<file path="config.mk">
export PLATFORM = sky130hd
export DESIGN_NAME = clk_ratio_det
export DESIGN_NICKNAME = d
export VERILOG_FILES = /design/src/rtl/crd_pkg.sv /design/src/rtl/crd_edge_sync.sv /design/src/rtl/crd_init_seq.sv /design/src/rtl/crd_period_meter.sv /design/src/rtl/crd_ratio_match.sv /design/src/rtl/crd_lock_ctrl.sv /design/src/rtl/clk_ratio_det.sv
export SDC_FILE = /design/constraint.sdc
export NUM_CORES = 1
export LEC_CHECK = 0
export BUFFER_PORTS_ARGS = -buffer_cell sky130_fd_sc_hd__buf_2
export CAP_MARGIN = 40
export CORE_MARGIN = 2
export CORE_UTILIZATION = 25
export DETAILED_ROUTE_END_ITERATION = 6
export PLACE_DENSITY = 0.47
export SLEW_MARGIN = 20
export SYNTH_ARGS = -nofsm -noshare
export SYNTH_HDL_FRONTEND = slang
export SYNTH_HIERARCHICAL = 1
export SYNTH_SLANG_ARGS = --single-unit
</file>
<file path="constraint.sdc">
create_clock -name clk_i -period 7.1 [get_ports clk_i]
set_input_delay 1.065 -clock clk_i [delete_from_list [all_inputs] [get_ports clk_i]]
set_output_delay 1.065 -clock clk_i [all_outputs]
set_load 0.01 [all_outputs]
</file>
<file path="src/rtl/crd_pkg.sv">
package crd_pkg;
  localparam int NUM_RATIOS = 6;
  localparam int CODE_W     = 3;
  typedef logic [CODE_W-1:0] code_t;

  // ascending order; index is the ratio code
  function automatic int ratio_of(input int idx);
    case (idx)
      0:       ratio_of = 128;
      1:       ratio_of = 192;
      2:       ratio_of = 256;
      3:       ratio_of = 384;
      4:       ratio_of = 512;
      default: ratio_of = 768;
    endcase
  endfunction

  localparam int MAX_RATIO = 768;
endpackage

</file>
<file path="src/rtl/crd_edge_sync.sv">
module crd_edge_sync (
  input  logic clk_i,
  input  logic rst_ni,
  input  logic sig_i,
  output logic rise_o
);
  logic [1:0] sh_q;

  always_ff @(posedge clk_i or negedge rst_ni) begin
    if (!rst_ni) sh_q <= '0;
    else         sh_q <= {sh_q[0], sig_i};
  end

  assign rise_o = sh_q[0] & ~sh_q[1];
endmodule

</file>
<file path="src/rtl/crd_init_seq.sv">
module crd_init_seq #(
  parameter int INIT_CYCLES = 1024
) (
  input  logic clk_i,
  input  logic rst_ni,
  input  logic ext_rst_ni,
  output logic busy_o
);
  localparam int INIT_W = (INIT_CYCLES > 1) ? $clog2(INIT_CYCLES) : 1;

  logic              ext_q;
  logic              busy_q;
  logic [INIT_W-1:0] cnt_q;

  always_ff @(posedge clk_i or negedge rst_ni) begin
    if (!rst_ni) begin
      ext_q  <= 1'b0;
      busy_q <= 1'b1;
      cnt_q  <= '0;
    end else begin
      ext_q <= ext_rst_ni;
      if (!ext_q) begin
        busy_q <= 1'b1;
        cnt_q  <= '0;
      end else if (busy_q) begin
        if (cnt_q == INIT_W'(INIT_CYCLES - 1)) busy_q <= 1'b0;
        cnt_q <= cnt_q + 1'b1;
      end
    end
  end

  assign busy_o = busy_q;
endmodule

</file>
<file path="src/rtl/crd_period_meter.sv">
module crd_period_meter #(
  parameter int CNT_W = 10,
  parameter int BCK_W = 6
) (
  input  logic             clk_i,
  input  logic             rst_ni,
  input  logic             clr_i,
  input  logic             wrise_i,
  input  logic             brise_i,
  output logic [CNT_W-1:0] per_o,
  output logic             seen_o,
  output logic [BCK_W-1:0] bper_o
);
  logic [CNT_W-1:0] per_q;
  logic [BCK_W-1:0] bcnt_q, bper_q;
  logic             seen_q;

  always_ff @(posedge clk_i or negedge rst_ni) begin
    if (!rst_ni) begin
      per_q  <= '0;
      seen_q <= 1'b0;
      bcnt_q <= '0;
      bper_q <= '0;
    end else if (clr_i) begin
      per_q  <= '0;
      seen_q <= 1'b0;
      bcnt_q <= '0;
      bper_q <= '0;
    end else begin
      if (wrise_i) begin
        per_q  <= CNT_W'(1);
        seen_q <= 1'b1;
      end else if (per_q != '1) begin
        per_q <= per_q + 1'b1;
      end
      if (brise_i) begin
        bper_q <= bcnt_q;
        bcnt_q <= BCK_W'(1);
      end else if (bcnt_q != '1) begin
        bcnt_q <= bcnt_q + 1'b1;
      end
    end
  end

  assign per_o  = per_q;
  assign seen_o = seen_q;
  assign bper_o = bper_q;
endmodule

</file>
<file path="src/rtl/crd_ratio_match.sv">
module crd_ratio_match
  import crd_pkg::*;
#(
  parameter int CNT_W = 10,
  parameter int TOL   = 2
) (
  input  logic [CNT_W-1:0] per_i,
  output logic             hit_o,
  output code_t            code_o
);
  logic [NUM_RATIOS-1:0] hit_vec;

  for (genvar g = 0; g < NUM_RATIOS; g++) begin : g_win
    localparam logic [CNT_W-1:0] LO = CNT_W'(ratio_of(g) - TOL);
    localparam logic [CNT_W-1:0] HI = CNT_W'(ratio_of(g) + TOL);
    assign hit_vec[g] = (per_i >= LO) && (per_i <= HI);
  end

  always_comb begin
    code_o = '0;
    for (int i = 0; i < NUM_RATIOS; i++) begin
      if (hit_vec[i]) code_o = code_t'(i);
    end
  end

  assign hit_o = |hit_vec;
endmodule

</file>
<file path="src/rtl/crd_lock_ctrl.sv">
module crd_lock_ctrl
  import crd_pkg::*;
#(
  parameter int CNT_W     = 10,
  parameter int BCK_W     = 6,
  parameter int ERR_W     = 16,
  parameter int TOL       = 2,
  parameter int DRIFT_BCK = 6
) (
  input  logic             clk_i,
  input  logic             rst_ni,
  input  logic             clr_i,
  input  logic             frame_end_i,
  input  logic             seen_i,
  input  logic [CNT_W-1:0] per_i,
  input  logic [BCK_W-1:0] bper_i,
  input  logic             hit_i,
  input  code_t            code_i,
  output logic             locked_o,
  output code_t            ratio_o
);
  localparam logic [CNT_W-1:0] LIMIT = CNT_W'(MAX_RATIO + TOL);

  logic                    locked_q, pok_q;
  code_t                   pcode_q, ratio_q;
  logic signed [ERR_W-1:0] err_q, err_nx, err_abs, nom;
  logic [ERR_W-1:0]        thr;
  logic                    timeout, drift_bad;

  assign nom       = ERR_W'(ratio_of(int'(ratio_q)));
  assign err_nx    = err_q + $signed(ERR_W'(per_i)) - nom;
  assign err_abs   = (err_nx < 0) ? -err_nx : err_nx;
  assign thr       = ERR_W'(bper_i) * ERR_W'(DRIFT_BCK);
  assign drift_bad = $unsigned(err_abs) > thr;
  assign timeout   = seen_i && (per_i > LIMIT);

  always_ff @(posedge clk_i or negedge rst_ni) begin
    if (!rst_ni) begin
      locked_q <= 1'b0;
      pok_q    <= 1'b0;
      pcode_q  <= '0;
      ratio_q  <= '0;
      err_q    <= '0;
    end else if (clr_i) begin
      locked_q <= 1'b0;
      pok_q    <= 1'b0;
      pcode_q  <= '0;
      ratio_q  <= '0;
      err_q    <= '0;
    end else if (timeout) begin
      locked_q <= 1'b0;
      pok_q    <= 1'b0;
    end else if (frame_end_i) begin
      if (!hit_i) begin
        locked_q <= 1'b0;
        pok_q    <= 1'b0;
      end else if (locked_q) begin
        if ((code_i != ratio_q) || drift_bad) begin
          locked_q <= 1'b0;
          pok_q    <= 1'b0;
        end else begin
          err_q <= err_nx;
        end
      end else begin
        if (pok_q && (code_i == pcode_q)) begin
          locked_q <= 1'b1;
          ratio_q  <= code_i;
          err_q    <= '0;
        end
        pcode_q <= code_i;
        pok_q   <= 1'b1;
      end
    end
  end

  assign locked_o = locked_q;
  assign ratio_o  = ratio_q;
endmodule

</file>
<file path="src/rtl/clk_ratio_det.sv">
module clk_ratio_det
  import crd_pkg::*;
#(
  parameter int INIT_CYCLES = 1024,
  parameter int TOL         = 2,
  parameter int DRIFT_BCK   = 6,
  parameter int CNT_W       = 10,
  parameter int BCK_W       = 6,
  parameter int ERR_W       = 16
) (
  input  logic              clk_i,
  input  logic              rst_ni,
  input  logic              ext_rst_ni,
  input  logic              wclk_i,
  input  logic              bclk_i,
  output logic [CODE_W-1:0] ratio_o,
  output logic              locked_o,
  output logic              init_rst_o,
  output logic              force_zero_o
);
  logic             busy, wrise, brise, seen, hit;
  logic [CNT_W-1:0] per;
  logic [BCK_W-1:0] bper;
  code_t            code, ratio;
  logic             locked;

  crd_init_seq #(.INIT_CYCLES(INIT_CYCLES)) u_init (
    .clk_i, .rst_ni, .ext_rst_ni, .busy_o(busy)
  );

  crd_edge_sync u_wsync (.clk_i, .rst_ni, .sig_i(wclk_i), .rise_o(wrise));
  crd_edge_sync u_bsync (.clk_i, .rst_ni, .sig_i(bclk_i), .rise_o(brise));

  crd_period_meter #(.CNT_W(CNT_W), .BCK_W(BCK_W)) u_meter (
    .clk_i, .rst_ni, .clr_i(busy), .wrise_i(wrise), .brise_i(brise),
    .per_o(per), .seen_o(seen), .bper_o(bper)
  );

  crd_ratio_match #(.CNT_W(CNT_W), .TOL(TOL)) u_match (
    .per_i(per), .hit_o(hit), .code_o(code)
  );

  crd_lock_ctrl #(
    .CNT_W(CNT_W), .BCK_W(BCK_W), .ERR_W(ERR_W), .TOL(TOL), .DRIFT_BCK(DRIFT_BCK)
  ) u_lock (
    .clk_i, .rst_ni, .clr_i(busy), .frame_end_i(wrise & seen), .seen_i(seen),
    .per_i(per), .bper_i(bper), .hit_i(hit), .code_i(code),
    .locked_o(locked), .ratio_o(ratio)
  );

  assign ratio_o      = ratio;
  assign locked_o     = locked;
  assign init_rst_o   = busy;
  assign force_zero_o = busy | ~locked;
endmodule

</file>
==> impl_table.tex <==
\begin{tabular}{lr}
\hline
Metric & Value \\
\hline
\multicolumn{2}{l}{\textbf{Synth}} \\
Proportion of synthesized chip area in sequential cells & 0.2937 \\
Number of warnings reported in the yosys synthesis log & 6 \\
Count of different cell masters after synthesis & 78 \\
Number of flops mapped to enable cells by yosys & 0 \\
Post-Syn Area & 5373 sq um \\
Primary FF master, synth & dfrtp\_1 \\
Share of flip-flops with an asynchronous set or reset after synthesis & 1.000 \\
Number of cells produced by synthesis & 628 \\
Cell type with the highest aggregate area in the netlist & dfrtp\_1 \\
Syn Nets & 677 \\
Average cell area after synthesis & 8.555 sq um \\
Dominant cells by area after synthesis & dfrtp\_1 29\%, ha\_1 9.1\%, nor2\_1 4.6\%, mux2i\_1 4.5\%, inv\_1 4.1\% \\
Area share of the largest cell type after synthesis & 0.2888 \\
Number of synthesized register bits & 63 \\
\multicolumn{2}{l}{\textbf{Clock tree}} \\
Max clock buf depth & 2 \\
Htree depth & 3 \\
Clock tree root driver cell & clkbuf\_16 \\
CTS Hold Bufs & 0 \\
CTS-repair resized insts & 0 \\
Worst-Skew Late Latency & 0.33 ns \\
Number of buffers inserted to repair setup after CTS & 0 \\
CTS tree & built \\
Clock Sink Count & 63 \\
CTS Buf Count & 9 \\
Clock transition time at the flip-flop clock pins of the worst setup and hold paths & 0.06 ns \\
\multicolumn{2}{l}{\textbf{Worst setup path}} \\
Data required, critical path & 7.29 ns \\
Highest fanout seen on the critical path & 19 \\
Highest cell delay on the worst timing path & 0.46 ns \\
Worst Path Class, Setup & reg -> reg \\
CP startpoint kind & flip-flop \\
Worst Setup End Kind & flip-flop \\
CP Data Arrival Time & 5.92 ns \\
Number of buffers and inverters on the critical path & 4 \\
Cell type of the slowest stage on the worst timing path & fa\_1 \\
Cell type group with the largest total delay on the critical path & compound AO/OA/AOI/OAI gates \\
\multicolumn{2}{l}{\textbf{Route}} \\
Vias after detailed routing & 4424 \\
Number of routed nets with antenna violations & 0 \\
Routed length per placed instance & 14.12 microns \\
Final routed wirelength across all metal layers & 12950 microns \\
Iteration-0 DRC Markers & 192 \\
DRT Pass-1 Iters & 5 \\
DR DRC count & 0 \\
Post-DR vias/cell & 4.824 \\
\multicolumn{2}{l}{\textbf{Job}} \\
Reported max-cap violation count & 0 \\
\multicolumn{2}{l}{\textbf{Global routing}} \\
Via count of the first global-routing pass & 4311 \\
Antenna violations before repair & 0 \\
Global-route wire length before repair & 21950 microns \\
GRT Resource Usage Total & 0.1204 \\
Overflow after GRT & 0 \\
Pin count of the biggest net entering global routing & 44 \\
\multicolumn{2}{l}{\textbf{Cells and area}} \\
Area of all sequential standard cells & 1578 sq um \\
Layout fillers & 2285 \\
Proportion of layout cells with a drive suffix above 1 & 0.1044 \\
Ant diodes & 0 \\
Area of combinational cells with multiple inputs & 3476 sq um \\
Signed area change from the synthesized netlist to the final layout & 12.79\% \\
Final net count & 686 \\
\multicolumn{2}{l}{\textbf{Timing}} \\
Final hold violations & 0 \\
Setup violation total in the final timing report & 0 \\
Sum of negative setup slack & 0 ns \\
Relative slew margins & 0.5890 \\
Highest achievable clock rate & 0.1746 GHz \\
Setup repair after global routing missed its margin & false \\
Fin crit share & 0.8066 \\
Clk\_skew & 0.004680 ns \\
Slew at the pin with the worst max-slew slack & 0.6109 ns \\
Time the final worst path needs with I/O delays and setup & 5.727 ns \\
Total count of max-transition violations in the final report & 0 \\
\multicolumn{2}{l}{\textbf{Min path}} \\
Worst hold-check path type & reg -> reg \\
\multicolumn{2}{l}{\textbf{Floorplan}} \\
Total Die Area & 22680 sq um \\
Initial Utilization & 0.2548 \\
Horizontal extent of the die & 150.6 microns \\
Count of pins on the block boundary & 11 \\
Total core area & 21090 sq um \\
Rows & 53 \\
Die boundary height & 150.6 microns \\
\multicolumn{2}{l}{\textbf{Placed design}} \\
Total of buffers placed on input and output ports & 10 \\
HPWL Detailed & 9460 microns \\
Routability congestion estimate from global placement & 0.7975 \\
\multicolumn{2}{l}{\textbf{Status}} \\
Status & complete, no violations \\
\multicolumn{2}{l}{\textbf{Pwr}} \\
Leakage & 2.552 nW \\
Total Power Consumption & 863.6 uW \\
Worst-case vdd ir drop & 0.0001287 V \\
Power density cells & 142.5 nW/um\^{}2 \\
\hline
\end{tabular}
==> sequential cells by signal (all words and copies together), names as in the netlist <==
register / flops
u_meter/seen_o: 1
u_lock/locked_o: 1
u_lock/err_q: 16
u_lock/pcode_q: 3
u_meter/per_o: 10
u_lock/ratio_o: 3
u_init/cnt_q: 10
u_meter/bper_o: 6
u_init/ext_q: 1
u_bsync/sh_q: 2
u_init/busy_o: 1
u_wsync/sh_q: 2
u_lock/pok_q: 1
u_meter/bcnt_q: 6
==> worst reg2reg max path, delay by kind of cell, from the launching register on <==
family	cells	cell delay (ns)
buf+inv	4	0.65
compound gates	10	2.02
mux	1	0.23
simple gates	6	0.96
fa+ha+maj	3	1.08
xor+xnor	2	0.25
flops	1	0.41
==> layout by cell type (no fill, tap or decap), types with 16 or more instances in the layout <==
master   count
mux2i_1     24
dfrtp_1     62
a21oi_1     42
inv_1       58
nand3_1     16
nand2_1     51
xnor2_1     24
ha_1        39
nor2_1      66
xor2_1      16
o21ai_0     23
==> cells by family after synthesis <==
family	after synthesis	share of synthesized area
adders and majority gates	45	0.1113
DFF	63	0.2937
and+or+nand+nor	227	0.2308
AOI/OAI and AO/OA	151	0.1919
buffers and inverters	77	0.05938
xor gates and xnor gates	41	0.06823
muxes	24	0.04471
==> through the flow <==
step | hold WS, ns | cells | area (sq um) | utilization | setup slack, ns
finish | 0.3871 | 917 | 6060 | 0.2874 | 1.373
global route | 0.4088 | 917 | 6060 | 0.2874 | 0.7545
CTS | 0.3887 | 917 | 6060 | 0.2874 | 1.371
detailed placement | 0.3701 | 901 | 5738 | 0.2721 | 1.401
global placement | 0.3750 | 899 | 5703 | 0.2704 | 1.450
floorplan | 0.3544 | 628 | 5373 | - | 1.655
==> cell usage after synthesis, types with 13 or more instances <==
cell type / number
xnor2_1: 24
a21oi_1: 42
nand2_1: 51
xor2_1: 16
ha_1: 39
nor3_1: 13
inv_1: 58
dfrtp_1: 62
nand3_1: 16
o21ai_0: 23
nor2_1: 66
mux2i_1: 24
==> final cells by class <==
cell class	count	area share
Sequential cell	63	0.2604
Clock buffer	9	0.03717
Multi-Input combinational cell	488	0.5736
Tap cell	275	0.05678
Timing Repair Buffer	17	0.02024
Inverter	58	0.03593
Clock inverter	7	0.01590
==> routing by layer <==
layer | global-route usage | share of wire | vias to the layer above | routed length (microns)
met5 | 0 | 0 | - | 0
met4 | 0.04299 | 0.020 | 0 | 256
met3 | 0.01515 | 0.024 | 18 | 305
met2 | 0.1905 | 0.45 | 62 | 5838
met1 | 0.1684 | 0.51 | 2095 | 6545
li1 | - | - | 2249 | -
==> report_power, final <==
part | total (mW) | switching (mW) | internal (mW)
registers | 0.365 | 0.00308 | 0.362
clock network | 0.480 | 0.172 | 0.308
logic | 0.0187 | 0.0123 | 0.00644
total | 0.864 | 0.187 | 0.676
==> worst paths after layout <==
| path | from | endpoint | slack, ns | cells after the start |
|---|---|---|---|---|
| max | u_lock/ratio_o[0]$_DFFE_PN0P_ | u_lock/err_q[10]$_DFFE_PN0P_ | 1.37 | 26 |
| min | u_wsync/sh_q[0]$_DFF_PN0_ | u_wsync/sh_q[1]$_DFF_PN0_ | 0.39 | 0 |
| max reg2reg | u_lock/ratio_o[0]$_DFFE_PN0P_ | u_lock/err_q[10]$_DFFE_PN0P_ | 1.37 | 26 |
| min reg2reg | u_wsync/sh_q[0]$_DFF_PN0_ | u_wsync/sh_q[1]$_DFF_PN0_ | 0.39 | 0 |
| max in group asynchronous | rst_ni | u_init/busy_o$_DFF_PN1_ | 5.80 | 3 |
| min in group asynchronous | rst_ni | u_meter/per_o[9]$_DFFE_PN0P_ | 0.72 | 2 |
Power figures use the tool's default switching activity.
